===== src/rtl/pport_pkg.sv =====
package pport_pkg;

  typedef enum logic [1:0] {
    SEL_A_DATA = 2'd0,
    SEL_A_DIR  = 2'd1,
    SEL_B_DATA = 2'd2,
    SEL_B_DIR  = 2'd3
  } pport_sel_e;

  // Bitwise choice between stored output value and sampled pin level.
  function automatic logic [7:0] merge_rb(input logic [7:0] drive_v,
                                          input logic [7:0] dir_v,
                                          input logic [7:0] pin_v);
    logic [7:0] r;
    for (int i = 0; i < 8; i++) begin
      r[i] = dir_v[i] ? drive_v[i] : pin_v[i];
    end
    return r;
  endfunction

endpackage


===== src/rtl/pport_sync.sv =====
module pport_sync #(
  parameter int W = 8
) (
  input  logic         clk,
  input  logic         rst_n,
  input  logic [W-1:0] d_in,
  output logic [W-1:0] d_out
);
  logic [W-1:0] stg1_q, stg2_q;

  always_ff @(posedge clk or negedge rst_n) begin
    if (!rst_n) begin
      stg1_q <= '0;
      stg2_q <= '0;
    end else begin
      stg1_q <= d_in;
      stg2_q <= stg1_q;
    end
  end

  assign d_out = stg2_q;

  // Warm-up counter so the latency check only looks at cycles after reset.
  logic [1:0] warm_q;
  always_ff @(posedge clk or negedge rst_n) begin
    if (!rst_n) warm_q <= '0;
    else if (warm_q != 2'd3) warm_q <= warm_q + 2'd1;
  end


  sync_latency_chk: assert property (@(posedge clk) disable iff (!rst_n)
    (warm_q == 2'd3) |-> (d_out == $past(d_in, 2)));
endmodule


===== src/rtl/pport_side.sv =====
module pport_side
  import pport_pkg::*;
#(
  parameter int  W        = 8,
  parameter bit  PIN_ONLY = 1'b1
) (
  input  logic         clk,
  input  logic         rst_n,
  input  logic         wr_data,
  input  logic         wr_dir,
  input  logic [W-1:0] wdata,
  input  logic [W-1:0] pin_raw,
  output logic [W-1:0] drive,
  output logic [W-1:0] oe,
  output logic [W-1:0] dir_rb,
  output logic [W-1:0] data_rb,
  output logic [W-1:0] pin_sync
);
  logic [W-1:0] dir_q, out_q;

  always_ff @(posedge clk or negedge rst_n) begin
    if (!rst_n) begin
      dir_q <= '0;
      out_q <= '0;
    end else begin
      if (wr_dir)  dir_q <= wdata;
      if (wr_data) out_q <= wdata;
    end
  end

  pport_sync #(.W(W)) u_sync (
    .clk  (clk),
    .rst_n(rst_n),
    .d_in (pin_raw),
    .d_out(pin_sync)
  );

  assign drive  = out_q;
  assign oe     = dir_q;
  assign dir_rb = dir_q;

  generate
    if (PIN_ONLY) begin : g_pin_rb
      assign data_rb = pin_sync;
    end else begin : g_mix_rb
      assign data_rb = merge_rb(out_q, dir_q, pin_sync);
    end
  endgenerate


  reset_clear_chk: assert property (@(posedge clk)
    !rst_n |-> (dir_q == '0 && out_q == '0));


  hold_when_idle_chk: assert property (@(posedge clk) disable iff (!rst_n)
    (!wr_dir && !wr_data) |=> ($stable(dir_q) && $stable(out_q)));


  dir_store_chk: assert property (@(posedge clk) disable iff (!rst_n)
    wr_dir |=> (oe == $past(wdata)));


  data_store_chk: assert property (@(posedge clk) disable iff (!rst_n)
    wr_data |=> (drive == $past(wdata)));
endmodule


===== src/rtl/dual_pport.sv =====
module dual_pport
  import pport_pkg::*;
#(
  parameter int W = 8
) (
  input  logic         clk,
  input  logic         rst_n,
  input  logic         cs_hi,
  input  logic         cs_lo_n,
  input  logic         bus_we,
  input  logic [1:0]   bus_addr,
  input  logic [W-1:0] bus_wdata,
  output logic [W-1:0] bus_rdata,
  input  logic [W-1:0] pa_in,
  output logic [W-1:0] pa_out,
  output logic [W-1:0] pa_oe,
  input  logic [W-1:0] pb_in,
  output logic [W-1:0] pb_out,
  output logic [W-1:0] pb_oe
);
  pport_sel_e sel;
  logic chip_sel, wr_hit, rd_hit;
  logic wr_a_data, wr_a_dir, wr_b_data, wr_b_dir;
  logic [W-1:0] a_dir_rb, a_data_rb, a_pin_s;
  logic [W-1:0] b_dir_rb, b_data_rb, b_pin_s;

  assign sel      = pport_sel_e'(bus_addr);
  assign chip_sel = cs_hi & ~cs_lo_n;
  assign wr_hit   = chip_sel & bus_we;
  assign rd_hit   = chip_sel & ~bus_we;

  assign wr_a_data = wr_hit && (sel == SEL_A_DATA);
  assign wr_a_dir  = wr_hit && (sel == SEL_A_DIR);
  assign wr_b_data = wr_hit && (sel == SEL_B_DATA);
  assign wr_b_dir  = wr_hit && (sel == SEL_B_DIR);

  pport_side #(.W(W), .PIN_ONLY(1'b1)) u_side_a (
    .clk(clk), .rst_n(rst_n),
    .wr_data(wr_a_data), .wr_dir(wr_a_dir), .wdata(bus_wdata),
    .pin_raw(pa_in), .drive(pa_out), .oe(pa_oe),
    .dir_rb(a_dir_rb), .data_rb(a_data_rb), .pin_sync(a_pin_s)
  );

  pport_side #(.W(W), .PIN_ONLY(1'b0)) u_side_b (
    .clk(clk), .rst_n(rst_n),
    .wr_data(wr_b_data), .wr_dir(wr_b_dir), .wdata(bus_wdata),
    .pin_raw(pb_in), .drive(pb_out), .oe(pb_oe),
    .dir_rb(b_dir_rb), .data_rb(b_data_rb), .pin_sync(b_pin_s)
  );

  always_comb begin
    bus_rdata = '0;
    if (rd_hit) begin
      case (sel)
        SEL_A_DATA: bus_rdata = a_data_rb;
        SEL_A_DIR:  bus_rdata = a_dir_rb;
        SEL_B_DATA: bus_rdata = b_data_rb;
        default:    bus_rdata = b_dir_rb;
      endcase
    end
  end


  idle_rdata_chk: assert property (@(posedge clk) disable iff (!rst_n)
    !rd_hit |-> (bus_rdata == '0));


  pa_pins_chk: assert property (@(posedge clk) disable iff (!rst_n)
    (rd_hit && sel == SEL_A_DATA) |-> (bus_rdata == a_pin_s));


  pb_outbits_chk: assert property (@(posedge clk) disable iff (!rst_n)
    (rd_hit && sel == SEL_B_DATA) |-> (((bus_rdata ^ pb_out) & pb_oe) == '0));


  pb_inbits_chk: assert property (@(posedge clk) disable iff (!rst_n)
    (rd_hit && sel == SEL_B_DATA) |-> (((bus_rdata ^ b_pin_s) & ~pb_oe) == '0));


  one_write_chk: assert property (@(posedge clk) disable iff (!rst_n)
    $countones({wr_a_data, wr_a_dir, wr_b_data, wr_b_dir}) <= 1);
endmodule


===== config.mk =====
export PLATFORM = sky130hd
export DESIGN_NAME = dual_pport
export DESIGN_NICKNAME = d
export VERILOG_FILES = /design/src/rtl/pport_pkg.sv /design/src/rtl/pport_sync.sv /design/src/rtl/pport_side.sv /design/src/rtl/dual_pport.sv
export SDC_FILE = /design/constraint.sdc
export NUM_CORES = 1
export LEC_CHECK = 0
export BUFFER_PORTS_ARGS = -buffer_cell sky130_fd_sc_hd__buf_2
export CAP_MARGIN = 20
export CORE_ASPECT_RATIO = 1.1
export CORE_MARGIN = 2
export CORE_UTILIZATION = 46
export DETAILED_ROUTE_END_ITERATION = 8
export PLACE_DENSITY_LB_ADDON = 0.12
export SLEW_MARGIN = 20
export SYNTH_ARGS = -nofsm -noshare
export SYNTH_HDL_FRONTEND = slang
export SYNTH_SLANG_ARGS = --single-unit

===== constraint.sdc =====
create_clock -name clk -period 1 [get_ports clk]
set_input_delay 0.1 -clock clk [delete_from_list [all_inputs] [get_ports clk]]
set_output_delay 0.1 -clock clk [all_outputs]
set_load 0.01 [all_outputs]

**Word-level counts from Yosys, hierarchy flattened**

Cells that the tools add are included.

- Input bits: 31
- Flip-flop bits (word level): 64
- Word-level logic and storage cells: 31

- Reduce and logical (&&, ||, !) cells: 5
- Bitwise logic cells: 5
- Equality and inequality tests: 3
- Multiplexer cells: 10

Operators by type and width:

| cell | number |
|---|---|
| $pmux W8 S3 | 1 |
| $mux W1 | 8 |
| $mux W8 | 1 |
| $eq A2 B2 Y1 const B | 2 |
| $logic_and A1 B1 Y1 | 4 |
| $and A1 B1 Y1 | 3 |
| $eq A2 B1 Y1 const B | 1 |
| $logic_not A2 Y1 | 1 |
| $not A1 Y1 | 2 |

**Depth between registers and ports, before layout**

Gate-level depths: netlist (run 1).

- Depth after elaboration: 4
- Depth in mapped cells: 4
- Depth with buffers taken out: 3

**Modules after synthesis**

Synthesis (run 1) repeated with hierarchy kept, for this count alone.

- Cell total of the unflattened synthesis: 169
- Area total of the unflattened synthesis: 2695.1 µm²

Modules (own cells, without submodules):

| module | instances | area an instance (µm²) | seq. area each (µm²) | cells each |
|---|---|---|---|---|
| pport_side at u_side_b | 1 | 813.3 | 400.4 | 50 |
| pport_sync | 2 | 400.4 | 400.4 | 16 |
| pport_side at u_side_a | 1 | 783.3 | 400.4 | 50 |
| dual_pport | 1 | 297.8 | 0.0 | 37 |

**Least setup slack after synthesis (run 1)**

Ideal clock, no wire load.

- Path kind: in2reg
- Start point: in cs_lo_n
- End point: reg u_side_a.dir_q[0] (netlist: u_side_a.dir_rb[0])
- Path buffers: 1
- Cell stages on the path: 4
- Data arrival time: 1.082 ns
- Slack: -0.208 ns
- Library setup time: 0.125 ns
- Cell sequence: nand3b_4 > or3b_1 > buf_6 > mux2_4

- Cells in the longest elaborated chain, start to end: 4

RTL lines:

| item | RTL line | text |
|---|---|---|
| from (decl) | dual_pport.sv:9 | `input logic cs_lo_n,` |
| $not A1 Y1 | dual_pport.sv:28 | `assign chip_sel = cs_hi & ~cs_lo_n;` |
| $and A1 B1 Y1 | dual_pport.sv:28 |  |
| $and A1 B1 Y1 | dual_pport.sv:29 | `assign wr_hit = chip_sel & bus_we;` |
| $logic_and A1 B1 Y1 | dual_pport.sv:33 | `assign wr_a_dir = wr_hit && (sel == SEL_A_DIR);` |
| to (signal assigned) | pport_side.sv:26 | `if (wr_dir) dir_q <= wdata;` |
| to (decl) | pport_side.sv:19 | `logic [W-1:0] dir_q, out_q;` |

No other way between the ends.
A chain may end at the register's enable or synchronous reset.

**Final worst setup path (run 1)**

- Start point: reg u_side_b.dir_q[7] (netlist: u_side_b.dir_rb[7])
- End point: out bus_rdata[7]

- Cells in the longest elaborated chain, start to end: 3

RTL lines:

| item | RTL line | text |
|---|---|---|
| from (decl) | pport_side.sv:19 |  |
| from (signal assigned) | pport_side.sv:26 |  |
| $mux W1 | pport_pkg.sv:16 | `r[i] = dir_v[i] ? drive_v[i] : pin_v[i];` |
| $pmux W8 S3 * | dual_pport.sv:54 | `case (sel)` |
| $mux W8 * | dual_pport.sv:53 | `if (rd_hit) begin` |
| to (decl) | dual_pport.sv:13 | `output logic [W-1:0] bus_rdata,` |

Mark *: on every way between the ends. The rest lies on a longest branch, timed or not.

==> results of run 1 <==
[sequential cells by signal, summed over array words and instances (netlist names)]
register and cells:
u_side_a.dir_rb 8, u_side_a.u_sync.stg1_q 8, u_side_b.dir_rb 8, u_side_b.u_sync.stg1_q 8, u_side_a.u_sync.d_out 8, u_side_b.u_sync.d_out 8, u_side_b.drive 8, u_side_a.drive 8
[synth_stat cells]
| library cell | instances | share of area |
|---|---|---|
| a211o_1 | 8 | 0.029 |
| buf_2 | 2 | 0.0041 |
| buf_4 | 1 | 0.0031 |
| buf_6 | 1 | 0.0047 |
| clkbuf_1 | 1 | 0.0016 |
| dfrtp_1 | 64 | 0.66 |
| mux2_2 | 24 | 0.11 |
| mux2_4 | 8 | 0.050 |
| mux2i_1 | 16 | 0.066 |
| nand2_1 | 1 | 0.0016 |
| nand2b_1 | 1 | 0.0026 |
| nand3b_4 | 1 | 0.0083 |
| nor2_1 | 8 | 0.012 |
| nor2_2 | 2 | 0.0052 |
| nor2_4 | 1 | 0.0047 |
| nor3_1 | 8 | 0.017 |
| nor3_2 | 1 | 0.0041 |
| or3b_1 | 2 | 0.0073 |
| or4b_1 | 1 | 0.0041 |
[cells by family after synthesis]
| group | Yosys count | share of synthesized area |
|---|---|---|
| AOI/OAI and AO/OA | 8 | 0.0290 |
| buffers and inverters | 5 | 0.0135 |
| DFF | 64 | 0.663 |
| and+or+nand+nor | 26 | 0.0668 |
| muxes | 48 | 0.228 |
[layout make-up]
cell class / count / area [um2] / share of cell area
clock buffers: 12 / 155 / 0.0395
well taps: 58 / 72.6 / 0.0185
flip-flops and latches: 64 / 1600 / 0.408
multi-input cells: 82 / 818 / 0.208
clock inverters: 3 / 17.5 / 0.00446
repair buffers: 144 / 1260 / 0.321
[stage by stage]
step	util	TNS [ps]	hold WS, ps
2_1_floorplan	-	-6150	-196
3_3_place_gp	0.632	-11930	131
3_5_place_dp	0.632	-12410	137
4_1_cts	0.747	-5280	30.4
5_1_grt	0.780	-6800	52.8
6_report	0.780	-5290	45.2
[power groups by stage]
stage | Combinational, uW | Sequential, uW | Clock [uW]
global placement | 1570 | 3170 | 0
global route | 2490 | 3240 | 2100
finish | 2340 | 3200 | 1930
detailed placement | 1620 | 3190 | 0
CTS | 2110 | 3190 | 1970
floorplan | 488 | 3380 | 0
[worst max-delay path: stages (launching register included)]
cell and delay, ps:
dfrtp_1 390, mux2i_1 220, nor3_1 70, a211o_1 250, buf_2 150
[cells in the final DEF, fill, tap and decap left out, types with 2 or more instances in the layout]
master         netlist  routed
nor2_2               2       2
mux2i_1             16      15
mux2_4               8      13
mux2_2              24      19
dlygate4sd3_1        0      17
clkinv_2             0       2
nor2_1               8       8
buf_6                1      62
buf_2                2      43
a211o_1              8       8
clkbuf_8             0      11
buf_4                1      21
nor3_1               8       7
dfrtp_1             64      64
[layer usage]
layer | vias up | GRT usage
met5 | - | 0
met3 | 15 | 0.0505
met2 | 65 | 0.367
met4 | 0 | 0.0981
li1 | 838 | -
met1 | 875 | 0.286
[repair_timing]
action                     in CTS  in global routing
hold endpoints to repair       80                  0
pin swaps                       3                  5
buffers inserted                3                 15
hold buffers                   17                  0
gates resized for setup        49                 29
setup endpoints to repair      40                 46
[worst max path at each step]
stage,startpoint,end,slack [ps],cells after the start
floorplan,cs_lo_n,u_side_a.dir_rb[0]$_DFFE_PN0P_,-180,4
global placement,bus_we,bus_rdata[2],-390,6
detailed placement,bus_we,bus_rdata[2],-400,6
CTS,u_side_b.dir_rb[7]$_DFFE_PN0P_,bus_rdata[7],-480,4
global route,u_side_a.dir_rb[4]$_DFFE_PN0P_,bus_rdata[4],-560,4
finish,u_side_b.dir_rb[7]$_DFFE_PN0P_,bus_rdata[7],-500,4
==> flow_summary.toml, run 1 <==
[run_status]
status = "finished with violations"
violations = "setup timing"

[logic_synthesis]
synth_seq_cells = 64
netlist_area_um2 = 2420
synth_warnings = 0
ys_seq_area_frac = 0.663
avgSynthCellArea_um2 = 16.0
syn_nets = 182
netlist_instances = 151
synth.distinct_cells = 19

[power]
power_switching_uw = 1960
power_uw = 7470
p_sw_frac = 0.263
p_seq_frac = 0.429
intPower_uw = 5510
p_per_area_nw_per_um2 = 1900
clockPowerShare = 0.258
p_leak_uw = 0.00201
pwr-share-comb = 0.313
peakVddDrop_mv = 1.19

[sta]
tightest_slew_ps = 328
rsz0062_at_grt = "true"
max_freq_ghz = 0.665
relSlewSlack = 0.781
post-route-period-util = 1.50
setup_viol = 33
fin_skew_ps = 6.11
hold_violations = 0
min_period_ps = 1500
fin_ws_ps = -503
final-max-slew-violation-count = 0

[detailed_routing]
wl_met1_mm = 2.58
postRouteAntennaNets = 0
drc = 0
wl_mm = 6.04
detail_route.vias_per_cell = 4.94
via_count = 1793
drt-initial-drc-count = 56
dr_wl_met3_um = 269
drt_first_pass_iters = 6
avgRoutedWirePerCell_um = 16.6
routed.top_layer = "met4"
routed-wl-met2_mm = 3.09

[hold_path]
hold_start = "bus_wdata[2]"
whs_path_depth = 2
hold_class = "in -> reg"
worst_hold_path.endpoint = "u_side_a.drive[2]$_DFFE_PN0P_"

[job]
drv_cap = 0

[critical_path]
arrival_ps = 1400
cp-start-kind = "register"
r2r_end = "u_side_b.dir_rb[3]$_DFFE_PN0P_"
cp.required_ps = 900
r2r_start = "u_side_b.dir_rb[3]$_DFFE_PN0P_"
cp-end-kind = "output pin"
r2r_cells = 3
r2r_slack_ps = -20
crit_path_max_fanout = 2
critical_path_class = "reg -> out"

[floorplanning]
die_w_um = 73.1
ios = 71
core-area_um2 = 5030
start_util = 0.480
die_y_um = 80.0
dieArea_um2 = 5850
placement_rows = 27

[place]
post_dp_cell_area_um2 = 3180
dpl.cell_count = 322
globalplace.congestion = 0.828
dp_hpwl_mm = 4.04
port_buffers = 70
pre_cts_ws_ps = -396

[clock_network]
clock_sinks = 64
htree_levels = 3
cts_buffers = 9
clk_pin_slew_ps = 70
cts_tree = "built"
cts.path.max_buffers = 2
clock_latency_ps = 330
ctsRootBufferMaster = "clkbuf_8"

[layout]
area_growth_pct = 62.5
stdcell_count = 363
nFillCells = 317
diodes = 0
layout-drive-gt1-share = 0.593
nets = 332
fin_area_um2 = 3930

[grt]
grt_antenna_before_repair = 0
grt_pass1_wl_mm = 9.59
grt_max_degree = 65
grt.overflow.total = 0
track_usage = 0.225
first_global_vias = 1956
(Power assumes the default switching activity.)
==> inputs of run 2 (changes only) <==
HOLD_SLACK_MARGIN = 0.1   (was unset)
==> flow_summary.toml, run 2 (same netlist as run 1, synthesis figures left out) <==
[run_status]
status = "finished with violations"
violations = "setup timing"

[power]
peakVddDrop_mv = 1.26
p_leak_uw = 0.00204
power_uw = 7530
p_per_area_nw_per_um2 = 1880

[grt]
track_usage = 0.232
grt_antenna_before_repair = 0
grt_max_degree = 65
grt.overflow.total = 0
first_global_vias = 2001
grt_pass1_wl_mm = 9.88

[clock_network]
cts_tree = "built"
ctsRootBufferMaster = "clkbuf_8"
clock_latency_ps = 330
htree_levels = 3
clock_sinks = 64
cts.path.max_buffers = 2
cts_buffers = 9
clk_pin_slew_ps = 70

[sta]
max_freq_ghz = 0.674
post-route-period-util = 1.48
tightest_slew_ps = 327
hold_slack_ps = 308
min_period_ps = 1480
relSlewSlack = 0.782
setup_viol = 32
fin_ws_ps = -485
rsz0062_at_grt = "true"
hold_violations = 0
fin_skew_ps = 4.65
final-max-slew-violation-count = 0
finalSetupTns_ps = -5220

[layout]
nFillCells = 313
final_common_cell = "dfrtp_1"
diodes = 0
area_growth_pct = 66.0
fin_area_um2 = 4010
nets = 340
final_cell_mix = "dfrtp_1, buf_6, buf_2, dlygate4sd3_1, buf_4"
layout-drive-gt1-share = 0.578

[detailed_routing]
via_count = 1852
postRouteAntennaNets = 0
drt-initial-drc-count = 43
drt_first_pass_iters = 4
drc = 0
avgRoutedWirePerCell_um = 16.7
wl_mm = 6.20
detail_route.vias_per_cell = 4.99

[place]
port_buffers = 70
post_dp_cell_area_um2 = 3180
dp_hpwl_mm = 4.04
pre_cts_ws_ps = -396
globalplace.congestion = 0.828

[critical_path]
crit_path_max_fanout = 2
cp-end-kind = "output pin"
cp-start-kind = "register"
arrival_ps = 1380
cp.required_ps = 900
critical_path_class = "reg -> out"

[floorplanning]
placement_rows = 27
die_y_um = 80.0
ios = 71
dieArea_um2 = 5850
core-area_um2 = 5030
start_util = 0.480
die_w_um = 73.1

[job]
drv_cap = 0

[hold_path]
hold_class = "in -> async"
run 2: area by class of cell:
class | count | area (um2) | area share
sequential | 64 | 1600 | 0.399
timing repair buffer | 152 | 1350 | 0.335
multi-input combinational | 82 | 818 | 0.204
clock buffer | 12 | 155 | 0.0387
tap | 58 | 72.6 | 0.0181
clock inverter | 3 | 17.5 | 0.00437
run 2: repair_timing:
item	in CTS	in global routing
buffers inserted	3	16
hold endpoints to repair	112	0
setup endpoints to repair	40	46
pin swaps	3	5
resized for setup	49	31
hold buffers	25	0
run 2: metrics by stage:
stage           util  std cells
6_report       0.797        371
5_1_grt        0.797        371
4_1_cts        0.763        362
3_5_place_dp   0.632        322
3_3_place_gp   0.632        322
2_1_floorplan      -        151
run 2: worst paths after layout:
check                                                    start                            endpoint  slack, ps  cells past startpoint
setup reg to reg                 u_side_b.drive[6]$_DFFE_PN0P_       u_side_b.drive[6]$_DFFE_PN0P_         10                      3
min in group clk                                   bus_addr[1]      u_side_a.dir_rb[7]$_DFFE_PN0P_        320                      4
hold reg to reg            u_side_a.u_sync.stg1_q[1]$_DFF_PN0_  u_side_a.u_sync.d_out[1]$_DFF_PN0_        350                      0
hold / removal                                           rst_n  u_side_b.u_sync.d_out[6]$_DFF_PN0_        310                      3
max in group asynchronous                                rst_n      u_side_b.dir_rb[0]$_DFFE_PN0P_        430                      3
setup / recovery                u_side_b.dir_rb[3]$_DFFE_PN0P_                        bus_rdata[3]       -480                      4
run 2: where the power goes:
part	total [uW]	switching, uW	leakage, uW	internal, uW
logic	2370	813	0.00119	1560
registers	3200	246	0.000765	2960
clock network	1950	935	0.0000882	1010
run 2: per-layer routing:
metal  part of all wire  GRT usage  wire length, um
met1               0.43      0.293             2650
met2               0.51      0.383             3150
met3              0.044     0.0505              272
met4              0.019     0.0944              119
met5                  0          0                0
run 2: worst max-delay path, stage by stage, from the launching register on:
cell	delay (ps)
dfrtp_1	390
mux2i_2	250
nor3_2	50
a211o_1	220
buf_2	140
==> inputs of run 3 (changes only) <==
CORE_ASPECT_RATIO = 1.4   (was 1.1)
SKIP_LAST_GASP = 1   (was unset)
==> flow_summary.toml, run 3 (same netlist as run 1, synthesis figures left out) <==
[place]
post_dp_cell_area_um2 = 3170
port_buffers = 70
dp_hpwl_mm = 3.98
globalplace.congestion = 0.813
pre_cts_ws_ps = -435

[critical_path]
cp.required_ps = 900
slowest_stage = "dfrtp_1"
crit_chain = "mux2i_1 > nor2_1 > a211o_1 > buf_2"
crit_path_max_fanout = 2
cpLargestDelayFamily = "flip-flops"
cp-end-kind = "output pin"
worst-path-buf-inv = 1
cp-start-kind = "register"
arrival_ps = 1390
max_stage_delay_ps = 400
critical_path_class = "reg -> out"

[sta]
final-max-slew-violation-count = 0
min_period_ps = 1490
relSlewSlack = 0.776
post-route-period-util = 1.49
setup_viol = 33
finalSetupTns_ps = -5570
hold_violations = 0
max_freq_ghz = 0.673
fin_skew_ps = 2.72
fin_ws_ps = -486
tightest_slew_ps = 336
rsz0062_at_grt = "true"

[power]
p_per_area_nw_per_um2 = 1920
peakVddDrop_mv = 1.35
p_leak_uw = 0.00197

[clock_network]
clock_sinks = 64
htree_levels = 3
clock_latency_ps = 330
cts.path.max_buffers = 2
ctsRootBufferMaster = "clkbuf_8"
clk_pin_slew_ps = 70
cts_tree = "built"
cts_buffers = 9

[layout]
fin_area_um2 = 3870
final_common_cell = "dfrtp_1"
nets = 332
nFillCells = 332
diodes = 0
layout-drive-gt1-share = 0.564
post-route-util = 0.755
area_growth_pct = 60.0
final_cell_mix = "dfrtp_1, buf_2, buf_6, dlygate4sd3_1"

[floorplanning]
die_y_um = 89.8
start_util = 0.472
dieArea_um2 = 5860
die_w_um = 65.3
ios = 71
core-area_um2 = 5120
placement_rows = 31

[grt]
grt_pass1_wl_mm = 9.21
grt_antenna_before_repair = 0
grt.overflow.total = 0
grt_max_degree = 65
track_usage = 0.213
first_global_vias = 1922

[detailed_routing]
drt_first_pass_iters = 4
via_count = 1746
detail_route.vias_per_cell = 4.71
drc = 0
wl_mm = 5.88
avgRoutedWirePerCell_um = 15.8
drt-initial-drc-count = 43
postRouteAntennaNets = 0

[run_status]
violations = "setup timing"
status = "finished with violations"

[hold_path]
hold_class = "in -> async"

[job]
drv_cap = 0
## run 3: cell type report
type                       count  area [um2]  area share
timing repair buffer         144        1200       0.310
clock buffer                  13         179      0.0463
tap                           66        82.6      0.0214
clock inverter                 2        12.5     0.00324
multi-input combinational     82         791       0.205
sequential                    64        1600       0.414
## run 3: final timing paths
path,depth (start not counted),slack [ps],startpoint,endpoint
hold reg to reg,0,350,u_side_a.u_sync.stg1_q[3]$_DFF_PN0_,u_side_a.u_sync.d_out[3]$_DFF_PN0_
setup reg to reg,3,-20,u_side_b.dir_rb[6]$_DFFE_PN0P_,u_side_b.dir_rb[6]$_DFFE_PN0P_
min in group clk,4,330,bus_addr[1],u_side_a.dir_rb[7]$_DFFE_PN0P_
setup / recovery,4,-490,u_side_a.dir_rb[2]$_DFFE_PN0P_,bus_rdata[2]
max in group asynchronous,3,420,rst_n,u_side_a.drive[1]$_DFFE_PN0P_
hold / removal,3,290,rst_n,u_side_b.dir_rb[1]$_DFFE_PN0P_
## run 3: worst reg2reg max path, stage by stage (launching register included)
cell	delay, ps
dfrtp_1	390
buf_4	130
buf_4	130
mux2_2	250
## run 3: metrics by stage
stage / hold slack (ps) / total power [uW] / std cells
finish: 293 / 7420 / 371
global route: 344 / 7770 / 371
CTS: 306 / 7320 / 368
detailed placement: 134 / 4810 / 327
global placement: 128 / 4730 / 327
floorplan: -196 / 3860 / 151
## run 3: per-layer routing
layer | vias up | track usage | share of wire
met5 | - | 0 | 0
met4 | 0 | 0.111 | 0.021
met3 | 9 | 0.0413 | 0.039
met2 | 53 | 0.374 | 0.55
met1 | 845 | 0.237 | 0.39
li1 | 839 | - | -
## run 3: repair_timing
item	CTS	global route
pin swaps	5	4
hold buffers	25	0
gates resized for setup	35	17
cloned	0	0
buffers inserted	4	7
endpoints found under the setup margin	32	38
hold endpoints to repair	112	0
## run 3: report_power, final
part	switching [uW]	internal (uW)
clock network	917	1150
logic	766	1390
registers	231	2960
